[src/rtl/evsel_pkg.sv]
package evsel_pkg;
    localparam int NUM_CH     = 16;
    localparam int NUM_EVT    = 16;
    localparam int NUM_CHAIN  = 4;
    localparam int CHAIN_BASE = 8;
    localparam int CODE_W     = 6;
    localparam int LANE_W     = 8;
    localparam int REG_W      = 32;
    localparam int ADDR_W     = 4;
    localparam int GAP_WORD   = 2;
    localparam logic [NUM_EVT-1:0] DEAD_CODES = 16'h0B00;

    localparam int EVT_IDX_W  = $clog2(NUM_EVT);
    localparam int NUM_SEL    = NUM_CH - NUM_CHAIN;
    localparam int LANES      = REG_W / LANE_W;
    localparam int NUM_REG    = NUM_SEL / LANES;
    localparam int WORD_W     = ADDR_W - 2;

    typedef logic [CODE_W-1:0] code_t;

    typedef struct packed {
        logic [NUM_CH-1:0]     req;
        logic [REG_W-1:0]      rdata;
        code_t [NUM_SEL-1:0]   sel;
    } xbar_state_t;

    function automatic int sel_to_ch(input int s);
        return (s < CHAIN_BASE) ? s : s + NUM_CHAIN;
    endfunction

    function automatic int reg_word(input int r);
        return (r < GAP_WORD) ? r : r + 1;
    endfunction
endpackage

[src/rtl/evsel_wr_decode.sv]
module evsel_wr_decode
    import evsel_pkg::*;
(
    input  code_t [NUM_SEL-1:0] sel_q,
    input  logic                we,
    input  logic [ADDR_W-1:0]   addr,
    input  logic [REG_W-1:0]    wdata,
    output code_t [NUM_SEL-1:0] sel_d,
    output logic [REG_W-1:0]    rdata_d
);
    logic [WORD_W-1:0]             word;
    logic [NUM_REG-1:0]            hit;
    logic [NUM_REG-1:0][REG_W-1:0] img;

    assign word = addr[ADDR_W-1:2];

    for (genvar r = 0; r < NUM_REG; r++) begin : g_reg
        assign hit[r] = (word == WORD_W'(reg_word(r)));
        for (genvar l = 0; l < LANES; l++) begin : g_lane
            localparam int S = r * LANES + l;
            assign sel_d[S] = (we && hit[r]) ? wdata[l*LANE_W +: CODE_W] : sel_q[S];
            assign img[r][l*LANE_W +: LANE_W] = {{(LANE_W-CODE_W){1'b0}}, sel_q[S]};
        end
    end

    always_comb begin
        rdata_d = '0;
        for (int r = 0; r < NUM_REG; r++) begin
            if (hit[r]) rdata_d = img[r];
        end
    end
endmodule

[src/rtl/evsel_route.sv]
module evsel_route
    import evsel_pkg::*;
(
    input  code_t [NUM_SEL-1:0] sel_q,
    input  logic [NUM_EVT-1:0]  evt,
    input  logic [NUM_CHAIN-1:0] chain,
    output logic [NUM_CH-1:0]   req_d
);
    for (genvar ch = 0; ch < NUM_CH; ch++) begin : g_ch
        if (ch >= CHAIN_BASE && ch < CHAIN_BASE + NUM_CHAIN) begin : g_chain
            assign req_d[ch] = chain[ch-CHAIN_BASE];
        end else begin : g_sel
            localparam int S = (ch < CHAIN_BASE) ? ch : ch - NUM_CHAIN;
            logic [EVT_IDX_W-1:0] idx;
            logic                 in_range;
            assign idx      = sel_q[S][EVT_IDX_W-1:0];
            assign in_range = (sel_q[S][CODE_W-1:EVT_IDX_W] == '0);
            assign req_d[ch] = in_range && !DEAD_CODES[idx] && evt[idx];
        end
    end
endmodule

[src/rtl/evsel_xbar.sv]
module evsel_xbar
    import evsel_pkg::*;
(
    input  logic                 clk,
    input  logic                 rst_n,
    input  logic                 reg_we,
    input  logic [ADDR_W-1:0]    reg_addr,
    input  logic [REG_W-1:0]     reg_wdata,
    output logic [REG_W-1:0]     reg_rdata,
    input  logic [NUM_EVT-1:0]   evt_i,
    input  logic [NUM_CHAIN-1:0] chain_i,
    output logic [NUM_CH-1:0]    req_o
);
    function automatic xbar_state_t reset_state();
        xbar_state_t s;
        s.req   = '0;
        s.rdata = '0;
        for (int i = 0; i < NUM_SEL; i++) s.sel[i] = CODE_W'(sel_to_ch(i));
        return s;
    endfunction

    xbar_state_t          st_d, st_q;
    code_t [NUM_SEL-1:0]  sel_q;
    code_t [NUM_SEL-1:0]  sel_nx;
    logic [REG_W-1:0]     rdata_nx;
    logic [NUM_CH-1:0]    req_nx;

    assign sel_q = st_q.sel;

    evsel_wr_decode u_wr (
        .sel_q   (sel_q),
        .we      (reg_we),
        .addr    (reg_addr),
        .wdata   (reg_wdata),
        .sel_d   (sel_nx),
        .rdata_d (rdata_nx)
    );

    evsel_route u_route (
        .sel_q (sel_q),
        .evt   (evt_i),
        .chain (chain_i),
        .req_d (req_nx)
    );

    always_comb begin
        st_d       = st_q;
        st_d.sel   = sel_nx;
        st_d.rdata = rdata_nx;
        st_d.req   = req_nx;
    end

    always_ff @(posedge clk) begin
        if (!rst_n) st_q <= reset_state();
        else        st_q <= st_d;
    end

    assign reg_rdata = st_q.rdata;
    assign req_o     = st_q.req;
endmodule

[config.mk]
export PLATFORM = sky130hd
export DESIGN_NAME = evsel_xbar
export DESIGN_NICKNAME = d
export VERILOG_FILES = /design/src/rtl/evsel_pkg.sv /design/src/rtl/evsel_wr_decode.sv /design/src/rtl/evsel_route.sv /design/src/rtl/evsel_xbar.sv
export SDC_FILE = /design/constraint.sdc
export NUM_CORES = 1
export LEC_CHECK = 0
export BUFFER_PORTS_ARGS = -buffer_cell sky130_fd_sc_hd__buf_2
export CAP_MARGIN = 15
export CORE_MARGIN = 2
export CORE_UTILIZATION = 61
export DETAILED_ROUTE_END_ITERATION = 16
export PLACE_DENSITY_LB_ADDON = 0.2
export SLEW_MARGIN = 20
export SYNTH_ARGS = -nofsm -noshare
export SYNTH_HDL_FRONTEND = slang
export SYNTH_SLANG_ARGS = --single-unit
[constraint.sdc]
create_clock -name clk -period 4.5 [get_ports clk]
set_input_delay 1.35 -clock clk [delete_from_list [all_inputs] [get_ports clk]]
set_output_delay 1.35 -clock clk [all_outputs]
set_load 0.005 [all_outputs]
==> impl_metrics.tcl, run 1 <==
set metrics [dict create \
    synth_cell_type_count 50 \
    layoutNonFillerInstCount 885 \
    post-route-min-period_ps 2970 \
    cts-buffers-inserted 17 \
    initial_cell_density_of_the_core_pct 62.2 \
    leading_cell_types_by_total_area_after_synthesis "sky130_fd_sc_hd__dfxtp_1 39%, sky130_fd_sc_hd__mux2i_1 9.4%, sky130_fd_sc_hd__mux4_2 8.5%" \
    worst_slew_pin_slew_ps 1130 \
    worst_ep_required_time_ps 4880 \
    postCtsResizedCells 0 \
    number_of_levels_the_h_tree_was_split_into 4 \
    postLayoutSetupSlackWorst_ps 1530 \
    synth_largest_area_cell "sky130_fd_sc_hd__dfxtp_1" \
    io_buffers 88 \
    share_of_final_layout_standard_cells_stronger_than_drive_strength_1_pct 25.4 \
    postLayoutCoreUtil_pct 71.4 \
    clock_sink_count 124 \
    dpl_worst_slack_ps 1150 \
    placedInstanceArea_um2 6690 \
    cts-hold-fix-buffers 0 \
    dpl.cell_count 853 \
    die_y_um 106 \
    synth_edf_count 0 \
    nNetsFinal 795 \
    r2r_cells 4 \
    first_global_vias 5576 \
    grtUsageTotal_pct 34.4 \
    antenna_violating_nets_post_route 0 \
    wirelength_mm 18.9 \
    synthToLayoutAreaGrowth_pct 14.8 \
    clockBufferDepth 2 \
    min_delay_startpoint "sel_q[70]" \
    tritoncts "built" \
    vdd.ir_drop.worst_uv 304 \
    setup.worst_path.start_class "input port" \
    synthesis_warnings 0 \
    netlist_area_um2 6360 \
    antenna-diode-count 0 \
    p_per_area_nw_per_um2 403 \
    core_area_um2 10200 \
    outcome "complete, no violations" \
    timing.critical_path.from "reg_addr[3]" \
    max_cap_viol_count 0 \
    yosys_register_bits 124 \
    regToRegStartpoint "sel_q[60]" \
    vias_per_cell 6.49 \
    hold_path_depth 2 \
    finalInstanceArea_um2 7300 \
    dr.pass1.iters 8 \
    critPathKind "input port to flip-flop" \
    largest_net_degree_at_the_start_of_global_routing 55 \
    finalSetupTns_ps 0 \
    worstSkewPairLatency_ps 510 \
    async_flop_share_pct 0 \
    routed-via-count 5748 \
    netlist_instances 694 \
    maxSlewHeadroom_pct 24.5 \
    finalHoldWorstSlack_ps 475 \
    synth.top_cell.area_share_pct 39.0 \
    finalHoldViolations 0 \
    cp_data_arrival_time_ps 3350 \
    setup.worst_path.end_class "flip-flop" \
    multi_input_area_um2 3460 \
    cts_root_buffer "sky130_fd_sc_hd__clkbuf_8" \
    highest_clock_rate_ghz 0.337 \
    drt_first_iter_violations 624 \
    synth.avg_cell_area_um2 9.17 \
    final-seq-area_um2 2480 \
    clkSlewWorstSetupHoldPaths_ps 60 \
    total_power_mw 2.94 \
    fillers 776 \
    finalCritPeriodShare_pct 66.0 \
    global_route_wire_length_before_repair_mm 29.8 \
    static_leakage_nw 3.12 \
    hold_path.class "flip-flop to flip-flop" \
    synth_ff_type "sky130_fd_sc_hd__dfxtp_1" \
    place.gp.congestion 0.908 \
    io-pin-count 107 \
    final-setup-viol-count 0 \
    detailedPlacementHpwl_mm 12.3 \
    cts.repair_timing.setup_buffer_count 0 \
    routed_wire_length_per_instance_um 21.4 \
    antenna_found_initial 0 \
    drc 0 \
    grt_setup_unrepaired "false" \
    drv_slew 0 \
    floorplan.die_area_um2 11300 \
    std_cell_rows 37 \
    fp.dieW_um 106 \
    global_route_total_overflow 0 \
    largest_fanout_on_the_critical_path 22 \
    fin_skew_ps 9.13 \
    synth-seq-area-share_pct 39.0 \
]
final cells by class:
type / instances / share of cell area (%)
Clock buffer: 20 / 6.24
Multi-Input combinational cell: 480 / 47.4
Sequential cell: 124 / 34.0
Timing Repair Buffer: 98 / 7.06
Inverter: 15 / 0.771
Clock inverter: 12 / 2.19
Tap cell: 136 / 2.33
state kept, by name, indices dropped and copies added, names as in the netlist, named ones only:
signal	flops
sel_q	72
req_o	16
reg_rdata	24
cell usage in the layout (no fill, tap or decap), types with 24 or more instances in the layout:
cell type,Yosys,routed
sky130_fd_sc_hd__dfxtp_1,124,124
sky130_fd_sc_hd__nand2_1,113,113
sky130_fd_sc_hd__buf_2,29,88
sky130_fd_sc_hd__mux2i_1,60,60
sky130_fd_sc_hd__a21oi_1,48,48
sky130_fd_sc_hd__nor2_1,40,40
sky130_fd_sc_hd__nand3_1,30,30
sky130_fd_sc_hd__mux2_2,25,25
sky130_fd_sc_hd__mux4_2,24,24
sky130_fd_sc_hd__a22oi_1,24,24
cell families after synthesis:
kind of cell / after synthesis / share of synthesized area, %
buf+inv: 97 / 7.06
compound gates: 119 / 13.0
other cells: 1 / 0.0590
flops: 124 / 39.0
simple gates: 244 / 18.5
mux: 109 / 22.4
synth_stat cells (2+ instances only):
library cell and n:
sky130_fd_sc_hd__nor2_1 40, sky130_fd_sc_hd__nor4_1 4, sky130_fd_sc_hd__a2111oi_2 3, sky130_fd_sc_hd__a21oi_1 48, sky130_fd_sc_hd__mux4_2 24, sky130_fd_sc_hd__a21oi_2 2, sky130_fd_sc_hd__and2_1 5, sky130_fd_sc_hd__mux2i_1 60
sky130_fd_sc_hd__o21a_1 2, sky130_fd_sc_hd__o2111ai_1 15, sky130_fd_sc_hd__nor2b_1 2, sky130_fd_sc_hd__nor3b_1 3, sky130_fd_sc_hd__a221oi_1 2, sky130_fd_sc_hd__nand2b_1 6, sky130_fd_sc_hd__buf_4 9, sky130_fd_sc_hd__buf_2 29
sky130_fd_sc_hd__o211ai_1 3, sky130_fd_sc_hd__o311ai_0 2, sky130_fd_sc_hd__dfxtp_1 124, sky130_fd_sc_hd__or4_1 8, sky130_fd_sc_hd__inv_1 15, sky130_fd_sc_hd__mux2_2 25, sky130_fd_sc_hd__buf_6 2, sky130_fd_sc_hd__o22ai_1 3
sky130_fd_sc_hd__nand3b_1 20, sky130_fd_sc_hd__a22oi_1 24, sky130_fd_sc_hd__nand3_1 30, sky130_fd_sc_hd__or2_0 2, sky130_fd_sc_hd__and4_1 2, sky130_fd_sc_hd__nand2_1 113, sky130_fd_sc_hd__a2111oi_0 5, sky130_fd_sc_hd__o21ai_0 4
sky130_fd_sc_hd__clkbuf_1 35, sky130_fd_sc_hd__buf_1 7
worst max-delay path: stages:
cell and delay, ps:
sky130_fd_sc_hd__buf_2 290, sky130_fd_sc_hd__or3b_1 930, sky130_fd_sc_hd__mux2i_1 290, sky130_fd_sc_hd__a2111oi_2 480
power by group:
part / switching (mW) / internal, mW / total (mW)
Clock: 0.513 / 0.894 / 1.41
Combinational: 0.193 / 0.146 / 0.339
Sequential: 0.0477 / 1.15 / 1.19
final timing paths:
path,end,slack [ps]
setup / recovery,flip-flop,1530
hold / removal,sel_q[70],480
setup reg to reg,req_o[14],2650
hold reg to reg,sel_q[70],480
routing by layer:
| layer | GRT usage, % | routed length (µm) | vias up |
|---|---|---|---|
| li1 | - | - | 2555 |
| met1 | 41.8 | 6940 | 2698 |
| met2 | 56.1 | 8960 | 409 |
| met3 | 7.11 | 1900 | 86 |
| met4 | 21.1 | 1140 | 0 |
| met5 | 0 | 0 | - |
No activity file was read; power rests on OpenSTA's default activity.
==> inputs of run 2 (changes only) <==
- CORE_UTILIZATION: 61 -> 51
- clock period: 4.5 -> 2.7 ns (I/O delays scaled with it)
==> run 2 against run 1 <==
Clock skew grew 2.7 ps. Register-to-register slack lost 1800 ps. Clock power grew 58%. Non-clock buffer count rose by 8. Combinational power up 71%. Clock-buffer cell count grew 2. Routed wire length up 3.0%. Final cell count rose by 4.3%. Power is 63% higher. Core utilization shrank 10 points. First-iteration DRC count decreased by 2.7%. Flip-flop and latch count is the same.
==> impl_metrics.tcl, run 2 (same netlist as run 1, synthesis figures left out) <==
set metrics [dict create \
    routed-via-count 5707 \
    first_global_vias 5606 \
    placedInstanceArea_um2 6810 \
    max_stage_delay_cell_worst_path "sky130_fd_sc_hd__a2111oi_0" \
    regToRegSetupSlack_ps 810 \
    regToRegStartpoint "sel_q[54]" \
    share_of_final_layout_standard_cells_stronger_than_drive_strength_1_pct 25.4 \
    wirelength_mm 19.5 \
    critical_path_cell_count 5 \
    maxSlewHeadroom_pct 47.0 \
    max_reg_flops 72 \
    postCtsResizedCells 0 \
    clockBufferDepth 2 \
    fin_skew_ps 11.8 \
    place.gp.congestion 0.875 \
    tritoncts "built" \
    cp_data_arrival_time_ps 2410 \
    largest_net_degree_at_the_start_of_global_routing 36 \
    detailedPlacementHpwl_mm 13.1 \
    number_of_levels_the_h_tree_was_split_into 4 \
    worst-path-buf-inv 2 \
    antenna-diode-count 0 \
    setup.worst_path.start_class "input port" \
    global_route_total_overflow 0 \
    timing.critical_path.from "reg_addr[3]" \
    timing.critical_path.slowest_cell_delay_ps 720 \
    outcome "complete, no violations" \
    busiest_layer "met2" \
    fp.dieW_um 116 \
    met1_layer_usage_reported_by_global_route_pct 36.0 \
    cts_root_buffer "sky130_fd_sc_hd__clkbuf_16" \
    finalHoldWorstSlack_ps 463 \
    dpl.cell_count 893 \
    drv_slew 0 \
    dr.pass1.iters 5 \
    vdd.ir_drop.worst_uv 442 \
    final-setup-viol-count 0 \
    floorplan.die_area_um2 13400 \
    nNetsFinal 803 \
    core_area_um2 12100 \
    grt_util_met3_pct 7.43 \
    critPathKind "input port to flip-flop" \
    finalSetupTns_ps 0 \
    p_per_area_nw_per_um2 650 \
    drc 0 \
    cts.repair_timing.setup_buffer_count 0 \
    clock_sink_count 124 \
    crit_path_cell_trace "buf_2, nand3b_2, mux2i_1, a2111oi_0, buf_4" \
    io_buffers 88 \
    die_y_um 116 \
    most-common-layout-cells "124 x sky130_fd_sc_hd__dfxtp_1, 113 x sky130_fd_sc_hd__nand2_1, 88 x sky130_fd_sc_hd__buf_2" \
    antenna_violating_nets_post_route 0 \
    final_common_cell "sky130_fd_sc_hd__dfxtp_1" \
    routed_wire_length_per_instance_um 21.1 \
    worst_slew_pin_slew_ps 793 \
    regToRegEndpoint "req_o[13]" \
    highest_clock_rate_ghz 0.488 \
    postLayoutCoreUtil_pct 61.0 \
    worst_ep_required_time_ps 3060 \
    r2r_cells 4 \
    synthToLayoutAreaGrowth_pct 16.1 \
    worstSkewPairLatency_ps 430 \
    finalInstanceArea_um2 7380 \
    cts-buffers-inserted 17 \
    static_leakage_nw 3.15 \
    initial_cell_density_of_the_core_pct 52.5 \
    largest_fanout_on_the_critical_path 14 \
    hold_path.class "flip-flop to flip-flop" \
    drt_first_iter_violations 607 \
    post-route-min-period_ps 2050 \
    std_cell_rows 40 \
    setup.worst_path.end_class "flip-flop" \
    antenna_found_initial 0 \
    io-pin-count 107 \
    max_cap_viol_count 0 \
    grtUsageTotal_pct 30.2 \
    vias_per_cell 6.18 \
    finalCritPeriodShare_pct 75.8 \
    timing.critical_path.max_delay_family "compound AO/OA/AOI/OAI gates" \
    clkSlewWorstSetupHoldPaths_ps 50 \
    layoutNonFillerInstCount 923 \
    cts-hold-fix-buffers 0 \
    finalHoldViolations 0 \
    grt_setup_unrepaired "false" \
    fillers 1061 \
    globalRouteMet2Util_pct 49.7 \
    global_route_wire_length_before_repair_mm 30.0 \
]
## run 2: changes by cell type in the layout (fill, tap and decap cells not counted), moves of 2 or more
cell	delta
sky130_fd_sc_hd__clkinv_4	-2
sky130_fd_sc_hd__buf_12	+2
sky130_fd_sc_hd__clkbuf_8	-3
sky130_fd_sc_hd__clkinv_2	+2
sky130_fd_sc_hd__clkbuf_1	+4
sky130_fd_sc_hd__inv_6	-3
sky130_fd_sc_hd__buf_4	+6
## run 2: layer usage
metal  up-vias  share of wire [%]
met1      2748                 39
li1       2569                  -
met2       332                 48
met4         0                4.6
met3        58                8.4
met5         -                  0
## run 2: through the flow
step | setup slack [ps] | power (mW)
6_report | 652 | 4.80
3_5_place_dp | 142 | 2.59
3_3_place_gp | 217 | 2.58
5_1_grt | 507 | 4.96
4_1_cts | 563 | 4.81
2_1_floorplan | 582 | 2.38
## run 2: report_power, final
part           total [mW]  switching [mW]  internal, mW
clock network        2.23           0.773          1.46
registers            1.99          0.0775          1.91
logic               0.579           0.326         0.253
total                4.80            1.18          3.62
## run 2: worst reg2reg max path, stage by stage (launching register included)
cell and delay (ps):
sky130_fd_sc_hd__dfxtp_1 620, sky130_fd_sc_hd__mux4_2 550, sky130_fd_sc_hd__or2_0 220, sky130_fd_sc_hd__and4_1 210
sky130_fd_sc_hd__o21a_1 180
## run 2: layout make-up
class,count,area [µm²],area share (%)
multi-input combinational,480,3460,46.9
sequential,124,2480,33.6
timing repair buffer,106,601,8.13
clock buffer,22,454,6.15
tap,168,210,2.85
clock inverter,8,119,1.61
inverter,15,56.3,0.763
## run 2: how the worst min path moves through the flow
stage               depth (start not counted)       from  slack [ps]   endpoint
global placement                            2  sel_q[35]         450  sel_q[35]
global route                                2  sel_q[28]         480  sel_q[28]
CTS                                         2  sel_q[70]         470  sel_q[70]
finish                                      2  sel_q[70]         460  sel_q[70]
floorplan                                   2  flip-flop         440  req_o[12]
detailed placement                          2  sel_q[70]         460  sel_q[70]
